--- src/rtl/mbxq_pkg.sv ---
package mbxq_pkg;

  typedef struct packed {
    logic [31:0] id;
    logic [3:0]  dlc;
    logic [63:0] data;
  } frame_t;

  localparam logic [7:0] PTR_KEY = 8'hFF;

  localparam logic [3:0] A_RX_ID   = 4'd0;
  localparam logic [3:0] A_RX_DLC  = 4'd1;
  localparam logic [3:0] A_RX_DLO  = 4'd2;
  localparam logic [3:0] A_RX_DHI  = 4'd3;
  localparam logic [3:0] A_TX_ID   = 4'd4;
  localparam logic [3:0] A_TX_DLC  = 4'd5;
  localparam logic [3:0] A_TX_DLO  = 4'd6;
  localparam logic [3:0] A_TX_DHI  = 4'd7;
  localparam logic [3:0] A_RX_CTL  = 4'd8;
  localparam logic [3:0] A_TX_CTL  = 4'd9;
  localparam logic [3:0] A_RX_PTR  = 4'd10;
  localparam logic [3:0] A_TX_PTR  = 4'd11;
  localparam logic [3:0] A_IRQ_EN  = 4'd12;
  localparam logic [3:0] A_IRQ_ST  = 4'd13;

  // control byte: [7] empty flag, [3:1] entry count, [0] enable
  function automatic logic [7:0] ctrl_byte(input logic en, input logic [2:0] cnt,
                                           input logic empty_flag);
    return {empty_flag, 3'b000, cnt, en};
  endfunction

  function automatic logic is_key(input logic [31:0] wdata);
    return wdata[7:0] == PTR_KEY;
  endfunction

endpackage

--- src/rtl/msgq_ring.sv ---
module msgq_ring
  import mbxq_pkg::*;
#(
  parameter int DEPTH = 4,
  localparam int PW = (DEPTH > 1) ? $clog2(DEPTH) : 1,
  localparam int CW = $clog2(DEPTH + 1)
) (
  input  logic          clk,
  input  logic          rst_n,
  input  logic          push,
  input  frame_t        push_frame,
  input  logic          pop,
  output frame_t        head,
  output logic [CW-1:0] count,
  output logic          full,
  output logic          empty
);

  frame_t        mem [DEPTH];
  logic [PW-1:0] wr_ptr, rd_ptr;

  function automatic logic [PW-1:0] bump(input logic [PW-1:0] p);
    return (p == PW'(DEPTH - 1)) ? '0 : p + 1'b1;
  endfunction

  always_ff @(posedge clk) begin
    if (push) mem[wr_ptr] <= push_frame;
  end

  always_ff @(posedge clk) begin
    if (!rst_n) begin
      wr_ptr <= '0;
      rd_ptr <= '0;
      count  <= '0;
    end else begin
      if (push) wr_ptr <= bump(wr_ptr);
      if (pop)  rd_ptr <= bump(rd_ptr);
      count <= count + CW'(push) - CW'(pop);
    end
  end

  assign head  = mem[rd_ptr];
  assign full  = (count == CW'(DEPTH));
  assign empty = (count == '0);

  assert_no_overflow_R5: assert property (@(posedge clk) disable iff (!rst_n)
    push |-> !full);

  assert_no_underflow_R4: assert property (@(posedge clk) disable iff (!rst_n)
    pop |-> !empty);

  assert_count_step_R3: assert property (@(posedge clk) disable iff (!rst_n)
    (push && !pop) |=> count == CW'($past(count) + 1'b1));

endmodule

--- src/rtl/msgq_irq.sv ---
module msgq_irq (
  input  logic       clk,
  input  logic       rst_n,
  input  logic       rx_accept,
  input  logic       tx_retire,
  input  logic       tx_drained,
  input  logic [2:0] irq_en,
  input  logic       clr_wr,
  input  logic [1:0] clr_mask,
  output logic [1:0] status
);

  logic set_rx, set_tx;
  logic [1:0] clr_bits;

  assign set_rx   = rx_accept & irq_en[0];
  assign set_tx   = tx_retire & irq_en[1] & (~irq_en[2] | tx_drained);
  assign clr_bits = clr_wr ? clr_mask : 2'b00;

  always_ff @(posedge clk) begin
    if (!rst_n) status <= 2'b00;
    else        status <= (status & ~clr_bits) | {set_tx, set_rx};
  end

  assert_rx_irq_set_R9: assert property (@(posedge clk) disable iff (!rst_n)
    (rx_accept && irq_en[0]) |=> status[0]);

  assert_tx_irq_only_empty_R8: assert property (@(posedge clk) disable iff (!rst_n)
    (tx_retire && irq_en[2] && !tx_drained && !status[1]) |=> !status[1]);

endmodule

--- src/rtl/mbx_fifo_pair.sv ---
module mbx_fifo_pair
  import mbxq_pkg::*;
#(
  parameter int DEPTH = 4,
  localparam int CW = $clog2(DEPTH + 1)
) (
  input  logic        clk,
  input  logic        rst_n,
  input  logic        host_wr,
  input  logic [3:0]  host_addr,
  input  logic [31:0] host_wdata,
  output logic [31:0] host_rdata,
  input  logic        rx_valid,
  input  logic [31:0] rx_id,
  input  logic [3:0]  rx_dlc,
  input  logic [63:0] rx_data,
  output logic        rx_overrun,
  output logic        tx_valid,
  output logic [31:0] tx_id,
  output logic [3:0]  tx_dlc,
  output logic [63:0] tx_data,
  input  logic        tx_done,
  output logic        irq_rx,
  output logic        irq_tx
);

  logic          rx_en, tx_en;
  logic [2:0]    irq_en;
  frame_t        stage;
  frame_t        rx_head, tx_head, rx_in;
  logic [CW-1:0] rx_count, tx_count;
  logic          rx_full, rx_empty, tx_full, tx_empty;
  logic [1:0]    irq_status;

  // named internal events
  logic rx_accept, rx_pop, tx_commit, tx_retire, tx_drained, st_clear;

  function automatic logic wr_hit(input logic wr, input logic [3:0] a, input logic [3:0] b);
    return wr && (a == b);
  endfunction

  assign rx_in      = '{id: rx_id, dlc: rx_dlc, data: rx_data};
  assign rx_accept  = rx_valid && rx_en && !rx_full;
  assign rx_overrun = rx_valid && rx_en && rx_full;
  assign rx_pop     = wr_hit(host_wr, host_addr, A_RX_PTR) && is_key(host_wdata)
                      && rx_en && !rx_empty;
  assign tx_commit  = wr_hit(host_wr, host_addr, A_TX_PTR) && is_key(host_wdata)
                      && tx_en && !tx_full;
  assign tx_valid   = tx_en && !tx_empty;
  assign tx_retire  = tx_valid && tx_done;
  assign tx_drained = tx_retire && (tx_count == CW'(1)) && !tx_commit;
  assign st_clear   = wr_hit(host_wr, host_addr, A_IRQ_ST);

  always_ff @(posedge clk) begin
    if (!rst_n) begin
      rx_en  <= 1'b0;
      tx_en  <= 1'b0;
      irq_en <= 3'b000;
      stage  <= '0;
    end else if (host_wr) begin
      case (host_addr)
        A_RX_CTL: rx_en        <= host_wdata[0];
        A_TX_CTL: tx_en        <= host_wdata[0];
        A_IRQ_EN: irq_en       <= host_wdata[2:0];
        A_TX_ID:  stage.id     <= host_wdata;
        A_TX_DLC: stage.dlc    <= host_wdata[3:0];
        A_TX_DLO: stage.data[31:0]  <= host_wdata;
        A_TX_DHI: stage.data[63:32] <= host_wdata;
        default: ;
      endcase
    end
  end

  msgq_ring #(.DEPTH(DEPTH)) u_rx_ring (
    .clk(clk), .rst_n(rst_n), .push(rx_accept), .push_frame(rx_in), .pop(rx_pop),
    .head(rx_head), .count(rx_count), .full(rx_full), .empty(rx_empty)
  );

  msgq_ring #(.DEPTH(DEPTH)) u_tx_ring (
    .clk(clk), .rst_n(rst_n), .push(tx_commit), .push_frame(stage), .pop(tx_retire),
    .head(tx_head), .count(tx_count), .full(tx_full), .empty(tx_empty)
  );

  msgq_irq u_irq (
    .clk(clk), .rst_n(rst_n), .rx_accept(rx_accept), .tx_retire(tx_retire),
    .tx_drained(tx_drained), .irq_en(irq_en), .clr_wr(st_clear),
    .clr_mask(host_wdata[1:0]), .status(irq_status)
  );

  assign tx_id   = tx_head.id;
  assign tx_dlc  = tx_head.dlc;
  assign tx_data = tx_head.data;
  assign irq_rx  = irq_status[0];
  assign irq_tx  = irq_status[1];

  always_comb begin
    host_rdata = '0;
    case (host_addr)
      A_RX_ID:  host_rdata = rx_head.id;
      A_RX_DLC: host_rdata = {28'd0, rx_head.dlc};
      A_RX_DLO: host_rdata = rx_head.data[31:0];
      A_RX_DHI: host_rdata = rx_head.data[63:32];
      A_TX_ID:  host_rdata = stage.id;
      A_TX_DLC: host_rdata = {28'd0, stage.dlc};
      A_TX_DLO: host_rdata = stage.data[31:0];
      A_TX_DHI: host_rdata = stage.data[63:32];
      A_RX_CTL: host_rdata = {24'd0, ctrl_byte(rx_en, 3'(rx_count), rx_empty)};
      A_TX_CTL: host_rdata = {24'd0, ctrl_byte(tx_en, 3'(tx_count), 1'b0)};
      A_IRQ_EN: host_rdata = {29'd0, irq_en};
      A_IRQ_ST: host_rdata = {30'd0, irq_status};
      default:  host_rdata = '0;
    endcase
  end

  assert_overrun_keeps_R5: assert property (@(posedge clk) disable iff (!rst_n)
    (rx_overrun && !rx_pop) |=> $stable(rx_count));

  assert_retire_steps_R7: assert property (@(posedge clk) disable iff (!rst_n)
    (tx_retire && !tx_commit) |=> tx_count == CW'($past(tx_count) - 1'b1));

  assert_ignored_commit_R6: assert property (@(posedge clk) disable iff (!rst_n)
    (host_wr && host_addr == A_TX_PTR && !tx_en && !tx_done) |=> $stable(tx_count));

endmodule

--- config.mk ---
export PLATFORM = sky130hd
export DESIGN_NAME = mbx_fifo_pair
export DESIGN_NICKNAME = d
export VERILOG_FILES = /design/src/rtl/mbxq_pkg.sv /design/src/rtl/msgq_ring.sv /design/src/rtl/msgq_irq.sv /design/src/rtl/mbx_fifo_pair.sv
export SDC_FILE = /design/constraint.sdc
export NUM_CORES = 1
export LEC_CHECK = 0
export ABC_CLOCK_PERIOD_IN_PS = 4830
export BUFFER_PORTS_ARGS = -buffer_cell sky130_fd_sc_hd__buf_2
export CORE_MARGIN = 2
export CORE_UTILIZATION = 60
export CTS_CLUSTER_DIAMETER = 80
export CTS_CLUSTER_SIZE = 25
export DETAILED_ROUTE_END_ITERATION = 7
export HOLD_SLACK_MARGIN = 0.08
export PLACE_DENSITY = 0.86
export SLEW_MARGIN = 10
export SYNTH_ARGS = -nofsm -noshare
export SYNTH_HDL_FRONTEND = slang
export SYNTH_HIERARCHICAL = 1
export SYNTH_SLANG_ARGS = --single-unit
--- constraint.sdc ---
create_clock -name clk -period 4.83 [get_ports clk]
set_clock_uncertainty 0.15 [all_clocks]
set_input_delay 0.2415 -clock clk [delete_from_list [all_inputs] [get_ports clk]]
set_output_delay 0.2415 -clock clk [all_outputs]
set_load 0.1 [all_outputs]
==> results of run 1 <==
## worst min-delay path by stage
stage / slack (ns) / from / cells past startpoint / to
finish: 0.24 / rx_data[50] / 2 / u_rx_ring/mem[2][50]
global route: 0.23 / rx_id[5] / 2 / u_rx_ring/mem[2][73]
CTS: 0.21 / rx_data[52] / 2 / u_rx_ring/mem[2][52]
detailed placement: 0.31 / rx_data[11] / 1 / u_rx_ring/mem[1][11]
global placement: 0.30 / rx_id[28] / 1 / u_rx_ring/mem[1][96]
floorplan: 0.19 / rx_data[0] / 0 / u_rx_ring/mem[0][0]
## layout by cell type, fill, tap and decap left out, drive strengths merged, types with 3 or more instances in the layout
| cell | synthesis | routed |
|---|---|---|
| clkbuf | 18 | 74 |
| dlygate4sd3 | 0 | 141 |
| a32oi | 4 | 4 |
| mux4 | 204 | 204 |
| edfxtp | 800 | 800 |
| nand4 | 3 | 3 |
| a22o | 14 | 14 |
| nand2b | 5 | 5 |
| a221oi | 8 | 8 |
| nor3b | 7 | 7 |
| ha | 14 | 14 |
| o211ai | 6 | 6 |
| dfxtp | 125 | 125 |
| a21boi | 105 | 105 |
| buf | 86 | 314 |
| nor2b | 16 | 16 |
| inv | 14 | 16 |
| and2 | 18 | 18 |
| mux2i | 18 | 18 |
| nand3 | 5 | 5 |
| mux2 | 10 | 10 |
| o21a | 4 | 4 |
| a21oi | 3 | 3 |
| nor2 | 33 | 33 |
| a222oi | 16 | 16 |
| nor3 | 5 | 5 |
| or2 | 3 | 3 |
| nand2 | 211 | 211 |
| and3 | 7 | 7 |
| a22oi | 28 | 28 |
| diode | 0 | 3 |
| clkinv | 0 | 3 |
| o21ai | 29 | 29 |
## sequential cells by signal, summed over array words and instances (netlist names), named ones only
name / count
u_rx_ring/wr_ptr: 2
u_tx_ring/wr_ptr: 2
u_rx_ring/rd_ptr: 2
stage: 100
u_irq/status: 2
u_rx_ring/count: 3
u_tx_ring/rd_ptr: 2
u_tx_ring/count: 3
u_tx_ring/mem: 400
tx_en: 1
rx_en: 1
irq_en: 3
u_rx_ring/mem: 400
## metrics by stage
step	setup slack [ns]	total power, mW	area (um^2)	utilization	hold slack [ns]
floorplan	0.5358	9.033	35820	-	0.1904
global placement	1.531	9.204	37750	0.6397	0.2996
global route	0.6571	13.63	40470	0.6857	0.2264
CTS	0.8020	13.32	40460	0.6856	0.2088
detailed placement	1.467	9.219	37750	0.6397	0.3095
finish	0.8211	13.29	40470	0.6857	0.2437
## cells by family after synthesis
kind of cell / Yosys count / share of synthesized area
AO/OA/AOI/OAI: 232 / 0.04883
XOR/XNOR: 2 / 0.001257
adder cells (fa/ha/maj): 16 / 0.006008
buffers and inverters: 118 / 0.02557
flip-flops: 925 / 0.7405
multiplexers: 232 / 0.1364
AND/OR/NAND/NOR: 321 / 0.04143
## power groups by stage
stage | sequential, mW | clock (mW) | combinational [mW]
2_1_floorplan | 8.82 | 0 | 0.213
3_3_place_gp | 8.83 | 0 | 0.377
3_5_place_dp | 8.83 | 0 | 0.389
4_1_cts | 8.65 | 4.18 | 0.486
5_1_grt | 8.65 | 4.46 | 0.518
6_report | 8.65 | 4.15 | 0.495
## metal layers
layer | up-vias | GRT usage
li1 | 8164 | -
met1 | 10112 | 0.4282
met2 | 1287 | 0.4518
met3 | 146 | 0.04805
met4 | 4 | 0.07843
met5 | - | 0
## timing repair
item                                   4_1_cts  5_1_grt
setup endpoints to repair                    0        0
endpoints found under the hold margin      520        0
hold buffers                               141        0
## area by class of cell
class / count / share of cell area
Antenna cell: 3 / 0.0001855
Sequential cell: 925 / 0.6558
Clock buffer: 74 / 0.02999
Timing Repair Buffer: 455 / 0.07915
Inverter: 14 / 0.001299
Multi-Input combinational cell: 803 / 0.2076
Clock inverter: 6 / 0.002071
Tap cell: 773 / 0.02390
==> results.md, run 1 <==
* Crit. End Element: output pin
* Initial DRT Pass Iterations at 7
* Die footprint at 0.06167 mm^2
* Tightest Hold Check Type: primary input to register
* Final Max Tran Viols at 0
* Period Utilization, post-route at 0.8300
* Antenna violations before repair at 5
* Result of the run: finished, final reports clean
* Commonest cells in the netlist: sky130_fd_sc_hd__edfxtp_1 (800), sky130_fd_sc_hd__nand2_1 (210), sky130_fd_sc_hd__mux4_2 (204)
* Maximum clock rate at between 200 and 250 MHz
* Unique masters post-synth at 63
* Met1 wire length at 33.64 mm
* Sequence of cells on the critical path: buf_12 > mux4_2 > mux2_2 > a222oi_1 > o21ai_0 > buf_2
* Clock tree from TritonCTS: yes
* Levels on crit path at 6
* Multi-input gate area in the final layout at 0.008401 mm^2
* Post-CTS setup buffer count at 0
* FF-to-FF path depth at 5
* Cell-internal power at 10.61 mW
* Die Wd at between 200 and 250 um
* Pin count of the biggest net entering global routing at 92
* Category of the worst setup path launch point: register
* Switching share of total power at 0.2019
* Total net switching power at 2.684 mW
* Die Y-Extent at about 250 um
* Measured slew at the worst slew-check pin at ~1.2 ns
* CP top delay family: multiplexers
* Routed wire length at a little under 90 mm
* Cells after synthesis at 1,846
* Post-cts gate resize count at 0
* Area fraction of the dominant cell type after synthesis at 0.6706
* Total congestion overflow at 0
* Met2 WL at roughly 42 mm
* Nets@finish at 2,399
* Initial core utilization at 0.6070
* Highest fanout seen on the critical path at 32
* FF+latch count, synth at 925
* Top cells by area in the synthesized netlist: sky130_fd_sc_hd__edfxtp_1 (67%), sky130_fd_sc_hd__mux4_2 (13%), sky130_fd_sc_hd__dfxtp_1 (7.0%)
* Slowest-stage cell, CP: sky130_fd_sc_hd__dfxtp_4
* Final setup violation count at 0
* Clock latency of the later-clocked register in the worst-skew pair at 0.61 ns
* 1st-iter DRT viols at around 2,800
* Fin Setup TNS at 0 ns
* Areal power density over the cells at 328.5 mW/mm^2
* Count of filler cells inserted in the layout at approximately 3,600
* Maximum number of buffers from clock root to sink at 3
* Sum of buffers and inverters on the critical path at 2
* Overall track demand over capacity in global routing at 0.2881
* Avg Cell Area, Syn at 19.41 um^2
* Number of max-capacitance violations reported at 0
* Clock sink count at 925
* Remaining antenna violation count after routing at 0
* Topmost layer with routed signal wires: met5
* Floorplan row count at between 80 and 90
* Clock transition time at the flip-flop clock pins of the worst setup and hold paths at 0.10 ns
* Most used DFF post-synth: sky130_fd_sc_hd__edfxtp_1
* Met3 wirelength from detailed routing at approximately 9.3 mm
* Via count at 19,713
* Cell taking the most area after synthesis: sky130_fd_sc_hd__edfxtp_1
* Post-detail-place hpwl at 58.65 mm
* Final routed wire length divided by cell count at roughly 29 um
* Clock network fraction of design power at 0.312
* Total of buffers placed on input and output ports at 276
* Sequential fraction of design power at 0.651
* Post-Synthesis Cell Area at 0.03582 mm^2
* Highest cell delay on the worst timing path at around 0.8 ns
* Unrepaired setup endpoints after global routing: false
* Endpoint of the worst setup timing path: host_rdata[11]
* Global-route wire length before repair at 128.3 mm
* Worst reg-to-reg setup slack at 1.76 ns
* Final min period at 4.009 ns
* Slew Limit Headroom at 0.1721
* Final Hold Vio Count at 0
* Clock buffer count from CTS at 43
* Total instance count after detailed placement at 2,829
* Number of global-route vias before repair at 19,405
* Number of top-level pins at approximately 280
* CP required at 4.44 ns
* Crit path DAT at between 3 and 4 ns
* Critical R2R Launch: u_rx_ring/count[1]
* Total number of yosys warnings at 6
* Worst setup path class: register to output pin
* Remaining DRCs at 0
* Post-Synthesis Net Count at roughly 2,000
* Post-synth EDFFs at 800
* Area used by sequential logic in the layout at around 0.027 mm^2
* Post-synthesis to final-layout area growth at 12.97%
* Most repeated cell in the gate-level netlist after synthesis: sky130_fd_sc_hd__edfxtp_1
* Sequential area share after synthesis at 0.7405
* Terminus of the critical flop-to-flop path: u_rx_ring/mem[2][78]
* Standard cell core area at 0.05902 mm^2
* Placer's final routability congestion estimate at 0.9259
* Fraction of registers with async set/reset at 0
* Fraction of layout cells with a size suffix above 1 at 0.2653
* H-tree levels at 2
* Cell leakage power at about 14 nW
* Cell Count, Final, Fillers Out at 3,053
* Via density at 6.457
* Logic pwr share at 0.037
* Clock Root Buffer: sky130_fd_sc_hd__clkbuf_16
* Highest ir drop seen on vdd at 0.0002994 V
(Power assumes the default switching activity.)
==> run 2, diff against run 1 <==
--- a/config.mk
+++ b/config.mk
@@ -5,7 +5,7 @@
 export SDC_FILE = /design/constraint.sdc
 export NUM_CORES = 1
 export LEC_CHECK = 0
-export ABC_CLOCK_PERIOD_IN_PS = 4830
+export ABC_CLOCK_PERIOD_IN_PS = 4040
 export BUFFER_PORTS_ARGS = -buffer_cell sky130_fd_sc_hd__buf_2
 export CORE_MARGIN = 2
 export CORE_UTILIZATION = 60
==> constraint.sdc (replaced) <==
create_clock -name clk -period 4.04 [get_ports clk]
set_clock_uncertainty 0.15 [all_clocks]
set_input_delay 0.202 -clock clk [delete_from_list [all_inputs] [get_ports clk]]
set_output_delay 0.202 -clock clk [all_outputs]
set_load 0.1 [all_outputs]
==> run 2 against run 1 <==
Compared with the run above: core utilization increased by 0.54 points; clock power up 24%; highest routed layer unchanged; final cell count grew 0.79%; largest cell class unchanged.
==> results.md, run 2 (synthesis results as in run 1) <==
* CP required at 3.69 ns (-0.75 ns)
* Pin count of the biggest net entering global routing at 101 (+9.8%)
* Largest registers: u_rx_ring/mem: 400 flops, u_tx_ring/mem: 400 flops, stage: 100 flops
* Number of max-capacitance violations reported at 0 (unchanged)
* Terminus of the critical flop-to-flop path: u_tx_ring/count[2]
* Fraction of layout cells with a size suffix above 1 at 0.2734 (+0.008139)
* Placer's final routability congestion estimate at 1.013 (+9.4%)
* Number of global-route vias before repair at 19,860 (+2.3%)
* Fin Setup TNS at 0 ns (unchanged)
* Clock latency of the later-clocked register in the worst-skew pair at 0.62 ns (about the same)
* Initial DRT Pass Iterations at 8 (+1)
* Final setup violation count at 0 (unchanged)
* Period Utilization, post-route at 0.9617
* Clock tree from TritonCTS: yes
* H-tree levels at 2 (unchanged)
* Total instance count after detailed placement at 2,849 (+0.71%)
* Tot Pwr at 16.10 mW (+21%)
* Post-cts gate resize count at 0 (unchanged)
* Remaining antenna violation count after routing at 0 (unchanged)
* Category of the worst setup path launch point: register
* Worst reg-to-reg setup slack at 1.28 ns (-0.48 ns)
* Crit path DAT at 3.53 ns (-0.09 ns)
* FF-to-FF path depth at 9 (+4)
* Number of top-level pins at 277 (unchanged)
* Initial core utilization at 0.6070 (unchanged)
* Highest fanout seen on the critical path at 16 (-50%)
* Critical R2R Launch: u_tx_ring/count[2]
* Final min period at 3.885 ns
* Count of filler cells inserted in the layout at 3,530 (-0.87%)
* Final Hold Vio Count at 0 (unchanged)
* Die Y-Extent at 248.3 um (unchanged)
* Final routed wire length divided by cell count at 29.82 um (+3.8%)
* Crit. End Element: output pin
* Post-synthesis to final-layout area growth at 13.87%
* Hold path endpoint: u_rx_ring/wr_ptr[0]
* Global-route wire length before repair at 133.8 mm (+4.3%)
* Total of buffers placed on input and output ports at 276 (unchanged)
* Leading cell types in the layout, fill and taps excluded: sky130_fd_sc_hd__edfxtp_1 (800), sky130_fd_sc_hd__buf_2 (276), sky130_fd_sc_hd__nand2_1 (210), sky130_fd_sc_hd__mux4_2 (204), sky130_fd_sc_hd__dlygate4sd3_1 (137)
* Antenna violations before repair at 12 (+7)
* Area used by sequential logic in the layout at 0.02654 mm^2 (unchanged)
* Measured slew at the worst slew-check pin at 0.9230 ns (-0.3188 ns)
* Routed wire length at 91.77 mm (+4.6%)
* Areal power density over the cells at 394.7 mW/mm^2 (+20%)
* Via count at 20,025 (+1.6%)
* Clock sink count at 925 (unchanged)
* Number of cells on the worst hold path at 6 (+4)
* Nets@finish at 2,417 (+0.75%)
* Standard cell core area at 0.05902 mm^2 (unchanged)
* Maximum number of buffers from clock root to sink at 3 (unchanged)
* Hold Startpoint: rx_valid
* Floorplan row count at 89 (unchanged)
* Die footprint at 0.06167 mm^2 (unchanged)
* Cell Count, Final, Fillers Out at 3,077 (+0.79%)
* Tightest Hold Check Type: primary input to register
* Final Max Tran Viols at 0 (unchanged)
* Slew Limit Headroom at 0.3824 (+0.2103)
* Remaining DRCs at 0 (unchanged)
* Via density at 6.508 (+0.79%)
* Total congestion overflow at 0 (unchanged)
* Most common cell after layout, fill and taps aside: sky130_fd_sc_hd__edfxtp_1
* Result of the run: finished, final reports clean
* Cell leakage power at 13.79 nW (+1.1%)
* Overall track demand over capacity in global routing at 0.3017 (+0.01364)
* Cts-stage hold buffer count at 137 (-2.8%)
* Die Wd at 248.3 um (unchanged)
* Worst setup path class: register to output pin
* Clock buffer count from CTS at 45 (+4.7%)
* Maximum clock rate at around 260 MHz
* Highest ir drop seen on vdd at 0.0003599 V (+20%)
* Post-detail-place hpwl at 59.32 mm (+1.1%)
* Clock Root Buffer: sky130_fd_sc_hd__clkbuf_16
* Multi-input gate area in the final layout at 0.008401 mm^2 (unchanged)
* Clock transition time at the flip-flop clock pins of the worst setup and hold paths at 0.10 ns (about the same)
* 1st-iter DRT viols at 3,147 (+11%)
* Post-CTS setup buffer count at 0 (unchanged)
* Unrepaired setup endpoints after global routing: false
-- run 2: worst max-delay path by stage --
stage,from,end,slack (ns)
floorplan,u_rx_ring/count[1],u_rx_ring/mem[0][0],0.16
finish,register,host_rdata[23],0.15
CTS,register,host_rdata[23],0.18
global route,register,host_rdata[23],0.04
global placement,register,host_rdata[26],0.97
detailed placement,register,host_rdata[23],0.87
-- run 2: power by group --
part | leakage [nW] | internal, mW | switching [mW] | total (mW)
Clock | 0.670 | 2.28 | 2.88 | 5.16
Combinational | 4.43 | 0.221 | 0.376 | 0.598
Sequential | 8.69 | 10.3 | 0.0339 | 10.3
Total | 13.8 | 12.8 | 3.29 | 16.1
-- run 2: area by class of cell --
type | count | share of cell area
tap | 773 | 0.02371
clock inverter | 6 | 0.002914
timing repair buffer | 471 | 0.08337
multi-input combinational | 803 | 0.2059
inverter | 14 | 0.001288
sequential | 925 | 0.6507
antenna | 7 | 0.0004294
clock buffer | 78 | 0.03169
-- run 2: critical path: stages, from the launching register on --
cell                      delay (ns)
sky130_fd_sc_hd__dfxtp_4        0.53
sky130_fd_sc_hd__buf_4          0.41
sky130_fd_sc_hd__buf_4          0.39
sky130_fd_sc_hd__mux4_2         0.54
sky130_fd_sc_hd__a22oi_1        0.35
sky130_fd_sc_hd__o21ai_0        0.29
sky130_fd_sc_hd__buf_2          0.38
-- run 2: routing by layer --
| metal | vias up | routed length [um] | global-route usage | part of all wire |
|---|---|---|---|---|
| met4 | 6 | 3674 | 0.1124 | 0.040 |
| met3 | 215 | 10350 | 0.05764 | 0.11 |
| met1 | 10108 | 32940 | 0.4209 | 0.36 |
| li1 | 8217 | - | - | - |
| met2 | 1479 | 44760 | 0.4817 | 0.49 |
| met5 | - | 45 | 0 | 0.00049 |
-- run 2: stage by stage --
stage / setup slack [ns] / util / hold slack [ns] / instance area [um^2]
final: 0.1547 / 0.6911 / 0.1585 / 40790
after global routing: 0.04042 / 0.6911 / 0.1772 / 40790
after CTS: 0.1837 / 0.6908 / 0.1398 / 40770
after detailed placement: 0.8688 / 0.6437 / 0.2698 / 37990
after global placement: 0.9652 / 0.6437 / 0.2598 / 37990
after floorplan: 0.1576 / - / 0.1509 / 35830
